`config.mk`:
```
export PLATFORM = sky130hd
export DESIGN_NAME = rxf_filter
export DESIGN_NICKNAME = d
export VERILOG_FILES = /design/src/rtl/rxf_pkg.sv /design/src/rtl/rxf_da_cmp.sv /design/src/rtl/rxf_len_lim.sv /design/src/rtl/rxf_filter.sv
export SDC_FILE = /design/constraint.sdc
export NUM_CORES = 1
export LEC_CHECK = 0
export CAP_MARGIN = 20
export CORE_ASPECT_RATIO = 0.8
export CORE_MARGIN = 2
export CORE_UTILIZATION = 45
export DETAILED_ROUTE_END_ITERATION = 7
export HOLD_SLACK_MARGIN = 0.05
export PLACE_DENSITY_LB_ADDON = 0.25
export SYNTH_ARGS = -nofsm -noshare
export SYNTH_HDL_FRONTEND = slang
export SYNTH_HIERARCHICAL = 1
export SYNTH_SLANG_ARGS = --single-unit
export TNS_END_PERCENT = 30
```
`constraint.sdc`:
```
create_clock -name clk -period 3.75 [get_ports clk]
set_input_delay 0.75 -clock clk [delete_from_list [all_inputs] [get_ports clk]]
set_output_delay 0.75 -clock clk [all_outputs]
set_load 0.02 [all_outputs]
```
`src/rtl/rxf_pkg.sv`:
```
package rxf_pkg;
    typedef enum logic [2:0] {
        ST_IDLE,
        ST_DEST,
        ST_SRC,
        ST_TYPE,
        ST_BODY
    } rxf_state_e;

    localparam int MIN_FRAME    = 60;
    localparam int HDR_OVERHEAD = 18;
    localparam int DA_LAST      = 5;
    localparam int SA_LAST      = 11;
    localparam int TYPE_HI_POS  = 12;
    localparam int TYPE_LO_POS  = 13;
    localparam logic [7:0] CTRL_HI = 8'h88;
    localparam logic [7:0] CTRL_LO = 8'h08;
endpackage

```
`src/rtl/rxf_da_cmp.sv`:
```
module rxf_da_cmp (
    input  logic [2:0]  pos_i,
    input  logic        en_i,
    input  logic [7:0]  byte_i,
    input  logic [31:0] station_lo_i,
    input  logic [15:0] station_hi_i,
    output logic        differ_o,
    output logic        group_o
);
    logic [7:0] octet [6];

    genvar gi;
    generate
        for (gi = 0; gi < 4; gi++) begin : g_lo
            assign octet[gi] = station_lo_i[8*gi +: 8];
        end
        for (gi = 0; gi < 2; gi++) begin : g_hi
            assign octet[4+gi] = station_hi_i[8*gi +: 8];
        end
    endgenerate

    always_comb begin
        differ_o = 1'b0;
        group_o  = 1'b0;
        if (en_i && pos_i <= 3'd5) begin
            differ_o = (byte_i != octet[pos_i]);
            group_o  = (pos_i == 3'd0) && byte_i[0];
        end
    end
endmodule

```
`src/rtl/rxf_len_lim.sv`:
```
module rxf_len_lim #(
    parameter int LEN_W   = 12,
    parameter int HW_CEIL = 1536
) (
    input  logic [LEN_W-1:0] mtu_i,
    input  logic [LEN_W-1:0] count_i,
    output logic             runt_o,
    output logic             over_o
);
    import rxf_pkg::*;

    localparam logic [LEN_W:0] CEIL_W = (LEN_W+1)'(HW_CEIL);
    localparam logic [LEN_W:0] OVH_W  = (LEN_W+1)'(HDR_OVERHEAD);

    logic [LEN_W:0] sum_w;
    logic [LEN_W:0] limit_w;

    always_comb begin
        sum_w   = {1'b0, mtu_i} + OVH_W;
        limit_w = (sum_w > CEIL_W) ? CEIL_W : sum_w;
        over_o  = {1'b0, count_i} > limit_w;
        runt_o  = count_i < LEN_W'(MIN_FRAME);
    end
endmodule

```
`src/rtl/rxf_filter.sv`:
```
module rxf_filter #(
    parameter int LEN_W   = 12,
    parameter int HW_CEIL = 1536
) (
    input  logic             clk,
    input  logic             rst_n,
    input  logic             in_valid,
    input  logic             in_sof,
    input  logic             in_eof,
    input  logic [7:0]       in_byte,
    input  logic [31:0]      cfg_station_lo,
    input  logic [15:0]      cfg_station_hi,
    input  logic [LEN_W-1:0] cfg_mtu,
    input  logic             cfg_drop_mismatch,
    input  logic             cfg_drop_group,
    input  logic             cfg_drop_ctrl,
    output logic             dec_valid,
    output logic             dec_accept,
    output logic             dec_len_err,
    output logic [LEN_W-1:0] dec_len
);
    import rxf_pkg::*;

    rxf_state_e state_q, state_d;

    logic [LEN_W-1:0] cnt_q;
    logic             mism_q, grp_q, thi_q, ctl_q;

    logic             start_w, take_w, end_w;
    logic [LEN_W-1:0] pos_w, cnt_next_w;
    logic             dest_w, differ_w, group_w;
    logic             mism_n, grp_n, thi_n, ctl_n;
    logic             runt_w, over_w, verdict_w;

    assign start_w = in_valid && in_sof;
    assign take_w  = start_w || (in_valid && state_q != ST_IDLE);
    assign end_w   = take_w && in_eof;
    assign pos_w   = start_w ? '0 : cnt_q;
    assign cnt_next_w = (&pos_w) ? pos_w : pos_w + 1'b1;
    assign dest_w  = start_w || (state_q == ST_DEST);

    rxf_da_cmp da_i (
        .pos_i        (pos_w[2:0]),
        .en_i         (dest_w),
        .byte_i       (in_byte),
        .station_lo_i (cfg_station_lo),
        .station_hi_i (cfg_station_hi),
        .differ_o     (differ_w),
        .group_o      (group_w)
    );

    rxf_len_lim #(.LEN_W(LEN_W), .HW_CEIL(HW_CEIL)) len_i (
        .mtu_i   (cfg_mtu),
        .count_i (cnt_next_w),
        .runt_o  (runt_w),
        .over_o  (over_w)
    );

    // next-state logic
    always_comb begin
        state_d = state_q;
        if (start_w) begin
            state_d = in_eof ? ST_IDLE : ST_DEST;
        end else if (take_w && in_eof) begin
            state_d = ST_IDLE;
        end else if (take_w) begin
            unique case (state_q)
                ST_DEST: if (pos_w == LEN_W'(DA_LAST))     state_d = ST_SRC;
                ST_SRC:  if (pos_w == LEN_W'(SA_LAST))     state_d = ST_TYPE;
                ST_TYPE: if (pos_w == LEN_W'(TYPE_LO_POS)) state_d = ST_BODY;
                ST_BODY: state_d = ST_BODY;
                default: state_d = ST_IDLE;
            endcase
        end
    end

    // header flag update for the current byte
    always_comb begin
        mism_n = (start_w ? 1'b0 : mism_q) | differ_w;
        grp_n  = start_w ? group_w : grp_q;
        thi_n  = start_w ? 1'b0 : thi_q;
        ctl_n  = start_w ? 1'b0 : ctl_q;
        if (take_w && state_q == ST_TYPE) begin
            if (pos_w == LEN_W'(TYPE_HI_POS))
                thi_n = (in_byte == CTRL_HI);
            if (pos_w == LEN_W'(TYPE_LO_POS))
                ctl_n = thi_q && (in_byte == CTRL_LO);
        end
        verdict_w = !(runt_w || over_w)
                  && !(cfg_drop_mismatch && mism_n)
                  && !(cfg_drop_group    && grp_n)
                  && !(cfg_drop_ctrl     && ctl_n);
    end

    // state register
    always_ff @(posedge clk) begin
        if (!rst_n) state_q <= ST_IDLE;
        else        state_q <= state_d;
    end

    // per-frame working registers
    always_ff @(posedge clk) begin
        if (!rst_n) begin
            cnt_q  <= '0;
            mism_q <= 1'b0;
            grp_q  <= 1'b0;
            thi_q  <= 1'b0;
            ctl_q  <= 1'b0;
        end else if (take_w) begin
            cnt_q  <= cnt_next_w;
            mism_q <= mism_n;
            grp_q  <= grp_n;
            thi_q  <= thi_n;
            ctl_q  <= ctl_n;
        end
    end

    // outputs
    always_ff @(posedge clk) begin
        if (!rst_n) begin
            dec_valid   <= 1'b0;
            dec_accept  <= 1'b0;
            dec_len_err <= 1'b0;
            dec_len     <= '0;
        end else begin
            dec_valid <= end_w;
            if (end_w) begin
                dec_accept  <= verdict_w;
                dec_len_err <= runt_w || over_w;
                dec_len     <= cnt_next_w;
            end
        end
    end
endmodule

```
==> reports/results.txt <==
The weighted congestion reported at the end of routability-driven placement was 0.8973. The synthesized area per cell was 7.853 um^2; the total routing resource utilization after global routing was 24.90%. The filler cells instantiated in the layout total 635. For the level count of the clock H-tree, the log shows 2. After detailed routing, the number of remaining DRC violations is 0. The part of the cycle the worst path needs works out to 93.05%.

In this run the core area contains 28 standard-cell rows. The shortest clock period the worst path allows after layout was 3490 ps; the multi-input combinational cell area was 2581 um^2. Area overhead of the layout relative to synthesis: 42.99%. The first-pass GRT wire length was 16,240 um.

In this run the tool buffered the top-level ports with 90 buffer cells. The first TritonRoute pass finished after 5 iterations. The analysis attributes to cell leakage a power of 1.919 nW. For the via count of the first global-routing pass, the log shows 3,394. TritonCTS built the clock tree. The number of nets in the synthesized netlist is 522. 0 antenna diodes ended up in the layout. The number of nets in the finished design came out at 643.

Once placement finished, the instance area stood at 4603 um^2. The detailed router finished its first iteration with 217 violations. The filler-free cell count of the finished design is 643.

The most used flip-flop cell after synthesis is dfxtp_1. STA puts the critical path data required time at 3950 ps. Detailed placement finished with a half-perimeter wire length of 7776 um.

In this run the power density over the cells is 220.6 nW/um^2. The tools report the arrival time of data at the critical path endpoint as 3690 ps. The die is 101.0 um wide. The die is 81.57 um tall.

The synthesized netlist contains 74 unique library cells. Of all nets on the critical path, the largest fanout is 8. For this configuration, the core starts out at a cell density of 46.00%. For the worst flop-to-flop path, the logic depth is 13. Measured against its own limit, the worst slew margin works out to 60.51%.

The number of placed instances, taps included, is 630. The highest ir drop seen on vdd was 0.1710 mV; the largest clock skew in the final design was 6.714 ps. After synthesis, the share of flip-flops with an asynchronous set or reset is 0%. Summed over all layers, the global routing overflow is 0. The detail route stage leaves a number of antenna-violating nets equal to 0. The number of hold violations in the final report was 0. The final number of max-transition violations came out at 0. Count of boundary I/O pins: 91.

The run gives 3384 um^2 as the area of the mapped netlist. The flow ran to the end, and the final reports show no timing, DRC or antenna violations. Clock latency on the worst-skew pair, taken at its later pin, is 290 ps.

The clock passes through at most 2 buffers. The sequential fraction of the synthesis area was 20.11%. Dividing the detail-routed via count by the number of cells gives 5.683. STA classifies the critical path endpoint as a flop.

At the pin with the least slew margin, the transition time is 590.9 ps. The run gives 0 as the count of max-cap constraint violations. After synthesis the netlist holds a flip-flop and latch count of 34. The root buffer selected by CTS is clkbuf_8. Of the cells placed in the final design, the portion with a size suffix greater than 1 is 18.63%. The clock-pin transition on the worst setup and hold timing paths works out to 80 ps.

Cell count after synthesis: 431. The critical path is of the in -> reg type. The pin count of the biggest net entering global routing came out at 28. Worst min-delay path category: reg -> reg.

The TritonCTS buffer count came out at 5. After floorplanning, the core was sized to cover 7357 um^2. The tools report the total area of sequential cells as 680.7 um^2. Counting every sink on the clock net gives 34. Yosys mapped a number of flops with a built-in enable equal to 0. The mean routed wirelength per cell is 15.84 um, and the count of warnings emitted by yosys is 6. The die covers 8235 um^2. The number of hold buffers added after CTS was 0.

The largest registers in the layout are cnt_q (12), dec_len (12), state_q (3). The timing-limited maximum frequency was 286.6 MHz; the final wirelength was 10,190 um. Setup violations remaining at the end of the flow were counted as 0. The number of antenna violations at the first check in global routing was 0. STA classifies the critical path startpoint as a primary input.

Worst hold path depth: 2. The fraction of the core area covered by cells at the end of the flow was 65.78%; the routed via count was 3,654. Summing all non-filler instances in the final layout gives an area of 4840 um^2.
[final timing paths]
| kind | start | to | slack, ps |
|---|---|---|---|
| setup / recovery | cfg_mtu[4] | dec_accept$_SDFFE_PN0P_ | 260 |
| setup reg to reg | cnt_q[5]$_SDFFE_PN0N_ | dec_accept$_SDFFE_PN0P_ | 520 |
| hold / removal | dec_len[8]$_SDFFE_PN0P_ | dec_len[8]$_SDFFE_PN0P_ | 470 |
| hold reg to reg | dec_len[8]$_SDFFE_PN0P_ | dec_len[8]$_SDFFE_PN0P_ | 470 |
[per-stage QoR]
stage	total power, W	setup slack, ps	setup TNS (ps)	hold slack [ps]
after global routing	0.001117	-24.78	-24.78	482.4
after detailed placement	0.0007186	-304.2	-430.0	453.0
after CTS	0.001066	74.28	0	464.0
final	0.001068	260.5	0	467.1
after floorplan	0.0005741	39.99	0	448.2
after global placement	0.0007115	-228.4	-327.2	447.1
[Yosys cell counts, types with 2 or more instances]
cell type	count	area share, %
a211oi_1	3	0.67
a21o_1	4	0.89
a21oi_1	19	2.8
a221oi_1	6	1.6
a22oi_1	2	0.44
a31o_1	2	0.52
a31oi_1	7	1.3
a41oi_1	2	0.52
and2_1	6	1.1
and3_1	3	0.55
and4_1	5	1.3
buf_2	9	1.3
buf_4	4	0.89
buf_6	3	1.0
clkbuf_1	7	0.78
clkbuf_2	2	0.30
dfxtp_1	34	20
ha_1	15	5.5
inv_1	11	1.2
mux2_2	6	2.0
mux2i_1	28	8.3
nand2_1	56	6.2
nand2b_1	10	1.8
nand3_1	21	3.1
nand3b_1	5	1.1
nand4_1	7	1.3
nor2_1	29	3.2
nor2_2	2	0.37
nor2b_1	5	0.92
nor2b_4	2	0.81
nor3_1	12	1.8
nor4_1	6	1.1
o21a_1	4	0.89
o21ai_0	13	1.9
o21ba_2	4	1.2
o22ai_1	3	0.55
o2bb2ai_1	3	0.78
o311ai_0	2	0.52
o31ai_1	3	0.67
or3_1	2	0.37
or4_1	2	0.44
xnor2_1	18	4.7
xor2_1	13	3.4
[logic make-up (layout without fill, tap and decap cells)]
| family | count (synthesis) | after routing | share of synthesized area [%] |
|---|---|---|---|
| adders and majority gates | 16 | 16 | 5.841 |
| xor gates and xnor gates | 31 | 31 | 8.022 |
| DFF | 34 | 34 | 20.11 |
| AOI/OAI and AO/OA | 94 | 94 | 20.89 |
| and+or+nand+nor | 182 | 182 | 28.43 |
| muxes | 34 | 34 | 10.28 |
| buffers and inverters | 39 | 161 | 6.321 |
| other | 1 | 1 | 0.1108 |
[power breakdown]
part / switching (W) / internal (W)
Sequential: 0.00000779 / 0.000369
Clock: 0.000151 / 0.000198
Combinational: 0.000155 / 0.000187
Total: 0.000314 / 0.000754
[metal layers]
layer	share of wire [%]	GRT usage [%]	routed length, um
met5	0	0	0
met4	1.5	6.081	156
met2	46	40.47	4651
met1	47	34.31	4745
met3	6.2	4.596	635
[repair_timing]
action,in CTS,in global routing
setup endpoints to repair,1,2
gates resized for setup,1,22
setup buffers,0,5
gates cloned,0,0
pin swaps,0,19
[layout by cell type (no fill, tap or decap), types with 4 or more instances in the layout]
cell,instances
o21ba_2,4
buf_4,51
clkdlybuf4s50_1,81
a221oi_1,6
dlymetal6s2s_1,9
a31oi_1,7
and2_1,5
nand2_1,52
nor4_1,5
xnor2_1,17
a21o_1,4
a21oi_1,16
mux2i_1,28
nand4_1,7
o21a_1,4
nor2b_1,5
mux2_2,5
clkbuf_8,5
nand3b_1,5
nand3_1,21
nor2_1,27
and4_1,5
o21ai_0,13
inv_1,10
xor2_1,12
dfxtp_1,34
ha_1,14
nand2b_1,10
nor3_1,9
[critical path: stages]
cell and delay [ps]:
clkdlybuf4s50_1 460, a21oi_4 170, nor2b_4 50, o21a_1 200
o32ai_4 400, nand2b_1 120, ha_1 320, nor2b_1 130
o21a_1 160, o21ai_1 130, a21oi_1 80, o21a_1 180
nor3_2 190, a32oi_1 120, a311oi_1 240
[cell type report]
| cell class | count | share of cell area (%) |
|---|---|---|
| multi-input cells | 358 | 53.34 |
| well taps | 90 | 2.327 |
| flip-flops and latches | 34 | 14.06 |
| clock inverters | 3 | 0.9307 |
| clock buffers | 5 | 1.422 |
| repair buffers | 141 | 26.99 |
| inverters | 12 | 0.9307 |
(Power assumes the default switching activity.)
